$ cat src/rtl/irq_combo_reg.sv
module irq_combo_reg #(
  parameter int NUM_SRC   = 7,
  parameter int FIELD_LSB = 0
) (
  input  logic               clk,
  input  logic               rst_n,
  input  logic               reg_we,
  input  logic [31:0]        reg_wdata,
  output logic [31:0]        reg_rdata,
  input  logic [NUM_SRC-1:0] src_in,
  output logic               irq_out
);
  localparam int STAT_LSB = FIELD_LSB + 16;

  logic [NUM_SRC-1:0] en_q, st_q, clr;

  assign clr = reg_we ? reg_wdata[STAT_LSB +: NUM_SRC] : '0;

  always_ff @(posedge clk or negedge rst_n) begin
    if (!rst_n) begin
      en_q    <= '0;
      st_q    <= '0;
      irq_out <= 1'b0;
    end else begin
      if (reg_we) en_q <= reg_wdata[FIELD_LSB +: NUM_SRC];
      st_q    <= (st_q & ~clr) | src_in;
      irq_out <= |(st_q & en_q);
    end
  end

  always_comb begin
    reg_rdata = '0;
    reg_rdata[FIELD_LSB +: NUM_SRC] = en_q;
    reg_rdata[STAT_LSB  +: NUM_SRC] = st_q;
  end
endmodule

$ cat config.mk
export PLATFORM = sky130hd
export DESIGN_NAME = irq_combo_reg
export DESIGN_NICKNAME = d
export VERILOG_FILES = /design/src/rtl/irq_combo_reg.sv
export SDC_FILE = /design/constraint.sdc
export NUM_CORES = 1
export LEC_CHECK = 0
export BUFFER_PORTS_ARGS = -buffer_cell sky130_fd_sc_hd__buf_4
export CORE_MARGIN = 2
export CORE_UTILIZATION = 35
export CTS_CLUSTER_SIZE = 30
export DETAILED_ROUTE_END_ITERATION = 7
export GPL_TIMING_DRIVEN = 0
export PLACE_DENSITY = 0.84
export SYNTH_ARGS = -nofsm -noshare
export SYNTH_HDL_FRONTEND = slang
export SYNTH_SLANG_ARGS = --single-unit
$ cat constraint.sdc
create_clock -name clk -period 3.09 [get_ports clk]
set_clock_uncertainty 0.15 [all_clocks]
set_input_delay 0.618 -clock clk [delete_from_list [all_inputs] [get_ports clk]]
set_output_delay 0.618 -clock clk [all_outputs]
set_load 0.05 [all_outputs]
==> out/results.tsv, run 1 <==
stage	metric	value	unit
die	die_w	49.5	µm
placed_design	portBuffers	38	
clock_network	cts_hold_buf	0	
setup_path	cp_num_buf_inv	1	
timing	finalCriticalPeriod	1.66	ns
final_layout	postLayoutCoreUtil	0.578	
routing	vias	589	
placed_design	gp_congestion	0.721	
synthesis	yosys_register_bits	15	
die	io_pins	75	
grt	grt_pass1_wl	2440	µm
clock_network	cts_tree	built	
grt	grt_max_degree	16	
pwr	power	0.000539	W
clock_network	htreeDepth	1	
routing	drc	0	
pwr	power_density	475	nW/µm²
final_layout	fin_nets	162	
synthesis	yosys_warnings	0	
setup_path	crit_path_max_fanout	3	
placed_design	dp_hpwl	1300	µm
synthesis	synth-seq-area-share	0.518	
setup_path	timing.rr.start	en_q[4]	
clock_network	clock-root-buffer	clkbuf_4	
synthesis	syn_area_per_cell	12.1	µm²
setup_path	worstReg2RegEnd	irq_out	
clock_network	clock_path_buffers	2	
routing	drt_pre_antenna_iters	5	
timing	max_freq	0.602	GHz
grt	antenna_found_initial	0	
timing	fin_crit_sh	0.537	
synthesis	synth_area_leader_cell	dfrtp_1	
die	coreArea	1960	µm²
synthesis	synth_async_sr_flop_share	1.00	
timing	hold_violations	0	
setup_path	path_cells	buf_4	
die	std_cell_rows	16	
setup_path	crit_path_max_incr_delay	0.42	ns
synthesis	synth.most_common_cell	buf_4	
grt	grt_usage	0.134	
pwr	p_leak	0.610	nW
grt	grt_pass1_vias	569	
routing	wl_per_cell	10.4	µm
routing	via_per_inst	4.03	
flow_run	cap_violations	0	
synthesis	synth-main-ff-cell	dfrtp_1	
setup_path	critPathSlowestCell	dfrtp_1	
synthesis	synth_edf_count	0	
clock_network	post-cts-setup-buffer-count	0	
final_layout	layout-drive-gt1-share	0.563	
timing	rsz0062_at_grt	no	
grt	grt.overflow.total	0	
timing	setup_viol	0	
pwr	ir_worst_vdd	290	µV
routing	antenna_left	0	
final_layout	syn2layout_area_growth	56.5	%
setup_path	cp.arrival	0.89	ns
hold_path	hold_class	primary input to asynchronous set/reset pin	
setup_path	worstPathRequired	2.32	ns
die	die-area	2450	µm²
setup_path	reg2reg_depth	2	
die	floorplan.initialDensity	0.369	
clock_network	clkSlewWorstSetupHoldPaths	0.09	ns
synthesis	synthCells	60	
synthesis	synthTopCellsByArea	dfrtp_1 52%, buf_4 19%, a21o_1 7.3%	
status	outcome	finished clean	
timing	hold-worst-slack	0.0266	ns
setup_path	start_kind	flip-flop	
final_layout	diodes	0	
clock_network	post_cts_resized	0	
clock_network	numCtsBuffers	3	
timing	maxSlewViolCount	0	
timing	fin_tns_setup	0	ns
synthesis	ys_types	11	
die	fp.dieH	49.5	µm
routing	drt_iter0_drc	4	
setup_path	crit_family	flip-flops	
synthesis	synth_top_area_frac	0.518	
setup_path	r2r_slack	1.96	ns
setup_path	crit_type	flip-flop to primary output	
synthesis	synth_common_cells	18 x buf_4, 15 x dfrtp_1, 7 x a21o_1, 7 x nand2_1, 4 x mux2_2	
setup_path	cp-end-kind	primary output	
routing	wirelength	1510	µm
clock_network	cts_sinks	15	
clock_network	insertion_delay	0.27	ns
synthesis	syn_area	724	µm²
-- cells by family (layout without fill, tap and decap cells) --
kind of cell           Yosys count  in the layout  share of synthesized area
and+or+nand+nor                  8              8                     0.0432
muxes                            7              7                      0.124
buffers and inverters           19             61                      0.202
other                            1             18                    0.00518
DFF                             15             15                      0.518
AOI/OAI and AO/OA               10             10                      0.107
-- through the flow --
step / instances / setup WS [ns] / instance area [µm²]
finish: 146 / 1.43 / 1130
global route: 146 / 1.39 / 1130
CTS: 146 / 1.42 / 1130
detailed placement: 142 / 1.61 / 1110
global placement: 142 / 1.62 / 1110
floorplan: 77 / 1.71 / 788
-- flip-flops by register name, indices dropped and copies added (netlist names) --
name     count
en_q         7
st_q         7
irq_out      1
-- layer usage --
| metal | track usage | share of wire |
|---|---|---|
| met5 | 0 | 0 |
| met4 | 0.0417 | 0 |
| met3 | 0.0636 | 0.11 |
| met2 | 0.266 | 0.58 |
| met1 | 0.116 | 0.32 |
-- area by class of cell --
| cell class | count | area [µm²] |
|---|---|---|
| Fill cell | 194 | 828 |
| Clock buffer | 4 | 26.3 |
| Timing Repair Buffer | 38 | 285 |
| Buffer | 19 | 146 |
| Tap cell | 27 | 33.8 |
| Sequential cell | 15 | 375 |
| Multi-Input combinational cell | 43 | 267 |
-- worst max-delay path by stage --
stage | endpoint | cells after the start | start
6_report | reg_rdata[22] | 1 | st_q[6]
5_1_grt | reg_rdata[20] | 1 | st_q[4]
4_1_cts | reg_rdata[22] | 1 | st_q[6]
3_5_place_dp | en_q[3] | 3 | reg_we
3_3_place_gp | en_q[5] | 3 | reg_we
2_1_floorplan | reg_rdata[22] | 0 | st_q[6]
-- cell usage in the layout, fill, tap and decap left out --
cell type,count
buf_4,56
conb_1,18
dfrtp_1,15
nand2_1,7
a21o_1,7
mux2_2,4
mux2_4,3
clkbuf_4,3
a22oi_1,2
buf_6,1
a222oi_1,1
nand3_1,1
clkbuf_1,1
-- where the power goes --
part | internal (W) | total, W | leakage [nW] | switching [W]
clock network | 0.0000500 | 0.000110 | 0.0150 | 0.0000600
logic | 0.0000729 | 0.000204 | 0.435 | 0.000131
registers | 0.000212 | 0.000225 | 0.161 | 0.0000130
(Power assumes the default switching activity.)
==> inputs of run 2 (changes only) <==
--- a/config.mk
+++ b/config.mk
@@ -7,11 +7,11 @@
 export LEC_CHECK = 0
 export BUFFER_PORTS_ARGS = -buffer_cell sky130_fd_sc_hd__buf_4
 export CORE_MARGIN = 2
-export CORE_UTILIZATION = 35
+export CORE_UTILIZATION = 34
 export CTS_CLUSTER_SIZE = 30
 export DETAILED_ROUTE_END_ITERATION = 7
 export GPL_TIMING_DRIVEN = 0
-export PLACE_DENSITY = 0.84
+export PLACE_DENSITY = 0.82
 export SYNTH_ARGS = -nofsm -noshare
 export SYNTH_HDL_FRONTEND = slang
 export SYNTH_SLANG_ARGS = --single-unit
==> constraint.sdc (replaced) <==
create_clock -name clk -period 1.7 [get_ports clk]
set_clock_uncertainty 0.15 [all_clocks]
set_input_delay 0.34 -clock clk [delete_from_list [all_inputs] [get_ports clk]]
set_output_delay 0.34 -clock clk [all_outputs]
set_load 0.05 [all_outputs]
==> run 2 against run 1 <==
  * Cell count up 0.68%
  * Sequential share of layout area is 0.33 points lower
  * Non-clock buffer count increased by 1
  * Largest cell class unchanged
==> out/results.tsv, run 2 (synthesis gave the netlist of run 1 again) <==
stage	metric	value	unit
setup_path	crit_path_max_incr_delay	0.42	ns
clock_network	clkSlewWorstSetupHoldPaths	0.09	ns
grt	grt_usage	0.118	
flow_run	cap_violations	0	
final_layout	top_regs	en_q x7, st_q x7, irq_out x1	
grt	antenna_found_initial	0	
timing	max_freq	0.723	GHz
final_layout	fill_cells	184	
die	coreArea	1980	µm²
placed_design	gp_congestion	0.647	
clock_network	cts_tree	built	
pwr	intPower	0.000606	W
grt	grt.overflow.total	0	
die	std_cell_rows	16	
clock_network	clock_path_buffers	2	
setup_path	reg2reg_depth	2	
setup_path	cp.arrival	0.89	ns
placed_design	dp_hpwl	1210	µm
pwr	seqPwrFrac	0.419	
hold_path	hold_depth	2	
hold_path	min_to	st_q[4]	
routing	drt_pre_antenna_iters	4	
grt	grt_pass1_wl	2260	µm
pwr	comb_power_share	0.379	
final_layout	syn2layout_area_growth	58.0	%
clock_network	post_cts_resized	0	
setup_path	path_cells	buf_4	
setup_path	crit_family	flip-flops	
timing	fin_tns_setup	0	ns
routing	antenna_left	0	
final_layout	diodes	0	
routing	wirelength	1470	µm
routing	drc	0	
final_layout	layout-drive-gt1-share	0.567	
timing	rsz0062_at_grt	no	
hold_path	hp-start	src_in[4]	
clock_network	numCtsBuffers	3	
clock_network	clock-root-buffer	clkbuf_4	
pwr	power_density	855	nW/µm²
clock_network	insertion_delay	0.27	ns
timing	finalCriticalPeriod	1.38	ns
clock_network	cts_sinks	15	
setup_path	r2r_slack	0.58	ns
setup_path	crit_path_max_fanout	3	
setup_path	start_kind	flip-flop	
die	die-area	2520	µm²
placed_design	portBuffers	38	
setup_path	worstPathRequired	1.21	ns
routing	drt_iter0_drc	3	
setup_path	worstReg2RegEnd	irq_out	
status	outcome	finished clean	
clock_network	post-cts-setup-buffer-count	0	
timing	hold-worst-slack	0.0841	ns
die	io_pins	75	
pwr	total_switching_power	0.000372	W
pwr	p_clk_frac	0.202	
final_layout	mostFrequentLayoutCells	56 x buf_4, 18 x conb_1, 15 x dfrtp_1	
clock_network	htreeDepth	1	
setup_path	timing.rr.start	en_q[4]	
routing	wl_per_cell	9.98	µm
timing	hold_violations	0	
die	floorplan.initialDensity	0.366	
setup_path	crit_type	flip-flop to primary output	
die	die_w	50.2	µm
grt	grt_max_degree	16	
die	fp.dieH	50.2	µm
routing	vias	570	
setup_path	critPathSlowestCell	dfrtp_1	
final_layout	final_common_cell	buf_4	
clock_network	cts_hold_buf	1	
hold_path	hold_class	primary input to flip-flop	
pwr	ir_worst_vdd	462	µV
timing	fin_crit_sh	0.814	
timing	setup_viol	0	
pwr	p_leak	0.617	nW
setup_path	cp-end-kind	primary output	
setup_path	cp_num_buf_inv	1	
setup_path	crit_start	st_q[1]	
pwr	switching_share	0.381	
final_layout	fin_nets	163	
routing	via_per_inst	3.88	
timing	maxSlewViolCount	0	
grt	grt_pass1_vias	552	
==> run 2: cell count changes in the layout (fill, tap and decap cells not counted) <==
cell,delta
clkbuf_1,-1
clkinv_2,+1
dlygate4sd3_1,+1
==> run 2: final cells by class <==
| cell class | instances | area (µm²) | area share |
|---|---|---|---|
| Timing Repair Buffer | 39 | 295 | 0.258 |
| Buffer | 19 | 146 | 0.128 |
| Clock buffer | 3 | 22.5 | 0.0197 |
| Clock inverter | 1 | 5.00 | 0.00437 |
| Multi-Input combinational cell | 43 | 267 | 0.233 |
| Tap cell | 27 | 33.8 | 0.0295 |
| Sequential cell | 15 | 375 | 0.328 |
==> run 2: power by group through the flow <==
stage	combinational [W]	clock [W]	sequential, W
6_report	0.000371	0.000198	0.000410
5_1_grt	0.000389	0.000230	0.000414
4_1_cts	0.000373	0.000207	0.000410
3_5_place_dp	0.000371	0	0.000417
3_3_place_gp	0.000368	0	0.000415
2_1_floorplan	0.000164	0	0.000514
==> run 2: through the flow <==
stage	instance area, µm²	cells	power [W]	utilization	worst slack (ns)
floorplan	788	77	0.000678	-	0.390
global placement	1110	142	0.000783	0.559	0.507
detailed placement	1110	142	0.000788	0.559	0.505
CTS	1140	147	0.000990	0.578	0.306
global route	1140	147	0.00103	0.578	0.266
finish	1140	147	0.000978	0.578	0.317
==> run 2: worst max path at each step <==
stage                         end  slack (ns)  cells past startpoint
floorplan                 irq_out        0.39                      2
global placement          en_q[4]        0.51                      3
detailed placement        en_q[3]        0.51                      3
CTS                  reg_rdata[6]        0.31                      1
global route        reg_rdata[17]        0.27                      1
finish              reg_rdata[17]        0.32                      1
==> run 2: per-layer routing <==
metal	GRT usage	vias to the layer above	routed length [µm]
met2	0.204	33	742
met4	0.0417	0	0
li1	-	287	-
met1	0.137	250	544
met3	0.0327	0	180
met5	0	-	0
==> inputs of run 3 (changes only) <==
==> constraint.sdc (replaced) <==
create_clock -name clk -period 1.3 [get_ports clk]
set_clock_uncertainty 0.15 [all_clocks]
set_input_delay 0.26 -clock clk [delete_from_list [all_inputs] [get_ports clk]]
set_output_delay 0.26 -clock clk [all_outputs]
set_load 0.05 [all_outputs]
==> run 3 against run 2 <==
  * Cell count increased by 8.2%
  * Clock power increased by 26%
  * Combinational power increased by 48%
  * Setup slack got worse by 0.29 ns
  * Flip-flop and latch count unchanged
  * Largest power group is now combinational logic
==> out/results.tsv, run 3 (synthesis gave the netlist of run 1 again) <==
stage	metric	value	unit
timing	fin_crit_sh	0.980	
hold_path	hold_class	primary input to flip-flop	
die	die_w	50.2	µm
placed_design	gp_congestion	0.664	
timing	maxSlewViolCount	0	
clock_network	clock-root-buffer	clkbuf_4	
setup_path	crit_type	flip-flop to primary output	
timing	finalCriticalPeriod	1.27	ns
routing	wl_per_cell	10.7	µm
routing	drt_iter0_drc	7	
clock_network	numCtsBuffers	3	
grt	grt.overflow.total	0	
setup_path	r2r_slack	0.11	ns
setup_path	cp.arrival	0.86	ns
final_layout	syn2layout_area_growth	78.6	%
clock_network	cts_sinks	15	
setup_path	cp_num_buf_inv	1	
timing	max_freq	0.785	GHz
setup_path	crit_path_max_incr_delay	0.43	ns
final_layout	fin_nets	175	
final_layout	instances_no_fill	159	
clock_network	clkSlewWorstSetupHoldPaths	0.08	ns
final_layout	diodes	0	
die	io_pins	75	
grt	grt_pass1_wl	2440	µm
routing	antenna_left	0	
clock_network	clock_path_buffers	2	
die	std_cell_rows	16	
setup_path	crit_family	flip-flops	
timing	rsz0062_at_grt	yes	
final_layout	mostFrequentLayoutCells	51 x buf_4, 18 x conb_1, 14 x dfrtp_1	
placed_design	dp_cells	142	
clock_network	insertion_delay	0.27	ns
routing	wirelength	1700	µm
die	die-area	2520	µm²
grt	grt_max_degree	16	
setup_path	critPathSlowestCell	dfrtp_2	
grt	grt_usage	0.131	
routing	drt_pre_antenna_iters	4	
clock_network	cts_tree	built	
grt	antenna_found_initial	0	
die	coreArea	1980	µm²
placed_design	portBuffers	38	
setup_path	path_cells	buf_6	
status	outcome	finished clean	
pwr	p_leak	0.686	nW
pwr	ir_worst_vdd	709	µV
flow_run	cap_violations	0	
timing	hold_violations	0	
setup_path	crit_path_max_fanout	3	
timing	hold-worst-slack	0.00700	ns
setup_path	crit_cells	1	
routing	drc	0	
setup_path	reg2reg_depth	3	
pwr	power_density	1030	nW/µm²
die	floorplan.initialDensity	0.366	
grt	grt_pass1_vias	591	
final_layout	fill_cells	167	
setup_path	cp-end-kind	primary output	
final_layout	layout-drive-gt1-share	0.576	
final_layout	top_regs	en_q x7, st_q x7, irq_out x1	
hold_path	hold_depth	2	
final_layout	final_common_cell	buf_4	
clock_network	htreeDepth	1	
routing	vias	641	
timing	setup_viol	0	
setup_path	start_kind	flip-flop	
setup_path	worstPathRequired	0.89	ns
routing	via_per_inst	4.03	
die	fp.dieH	50.2	µm
## run 3: repair_timing
| item | 4_1_cts | 5_1_grt |
|---|---|---|
| buffers inserted | 1 | 6 |
| resized for setup | 6 | 6 |
| hold buffers | 3 | 3 |
| pin swaps | 0 | 0 |
| hold endpoints to repair | 17 | 3 |
| setup endpoints to repair | 7 | 14 |
## run 3: metrics by stage
step	TNS, ns	setup WS, ns	cell area (µm²)	total power, W	util
after floorplan	0	0.00847	790	0.000887	-
after global placement	0	0.161	1110	0.00103	0.559
after detailed placement	0	0.159	1110	0.00103	0.559
after CTS	0	0.000920	1200	0.00131	0.604
after global routing	-0.0596	-0.0126	1290	0.00141	0.653
final	0	0.0259	1290	0.00134	0.653
## run 3: final timing paths
check	from	endpoint
max	en_q[4]	reg_rdata[4]
max reg2reg	st_q[4]	irq_out
min reg2reg	st_q[5]	st_q[5]
min in group asynchronous	rst_n	en_q[1]
max in group asynchronous	rst_n	en_q[4]
min	src_in[0]	st_q[0]
## run 3: cell type report
class / instances / area, µm² / area share
tap: 27 / 33.8 / 0.0261
clock buffer: 3 / 22.5 / 0.0174
sequential: 15 / 377 / 0.291
timing repair buffer: 51 / 443 / 0.342
multi-input combinational: 43 / 267 / 0.206
clock inverter: 1 / 5.00 / 0.00387
buffer: 19 / 146 / 0.113
## run 3: where the power goes
group | switching [W] | internal (W)
sequential | 0.0000333 | 0.000504
combinational | 0.000324 | 0.000225
clock | 0.000136 | 0.000114
total | 0.000494 | 0.000843
## run 3: per-layer routing
layer,GRT usage,share of wire
met1,0.143,0.36
met2,0.232,0.55
met3,0.0595,0.087
met4,0.0278,0
met5,0,0
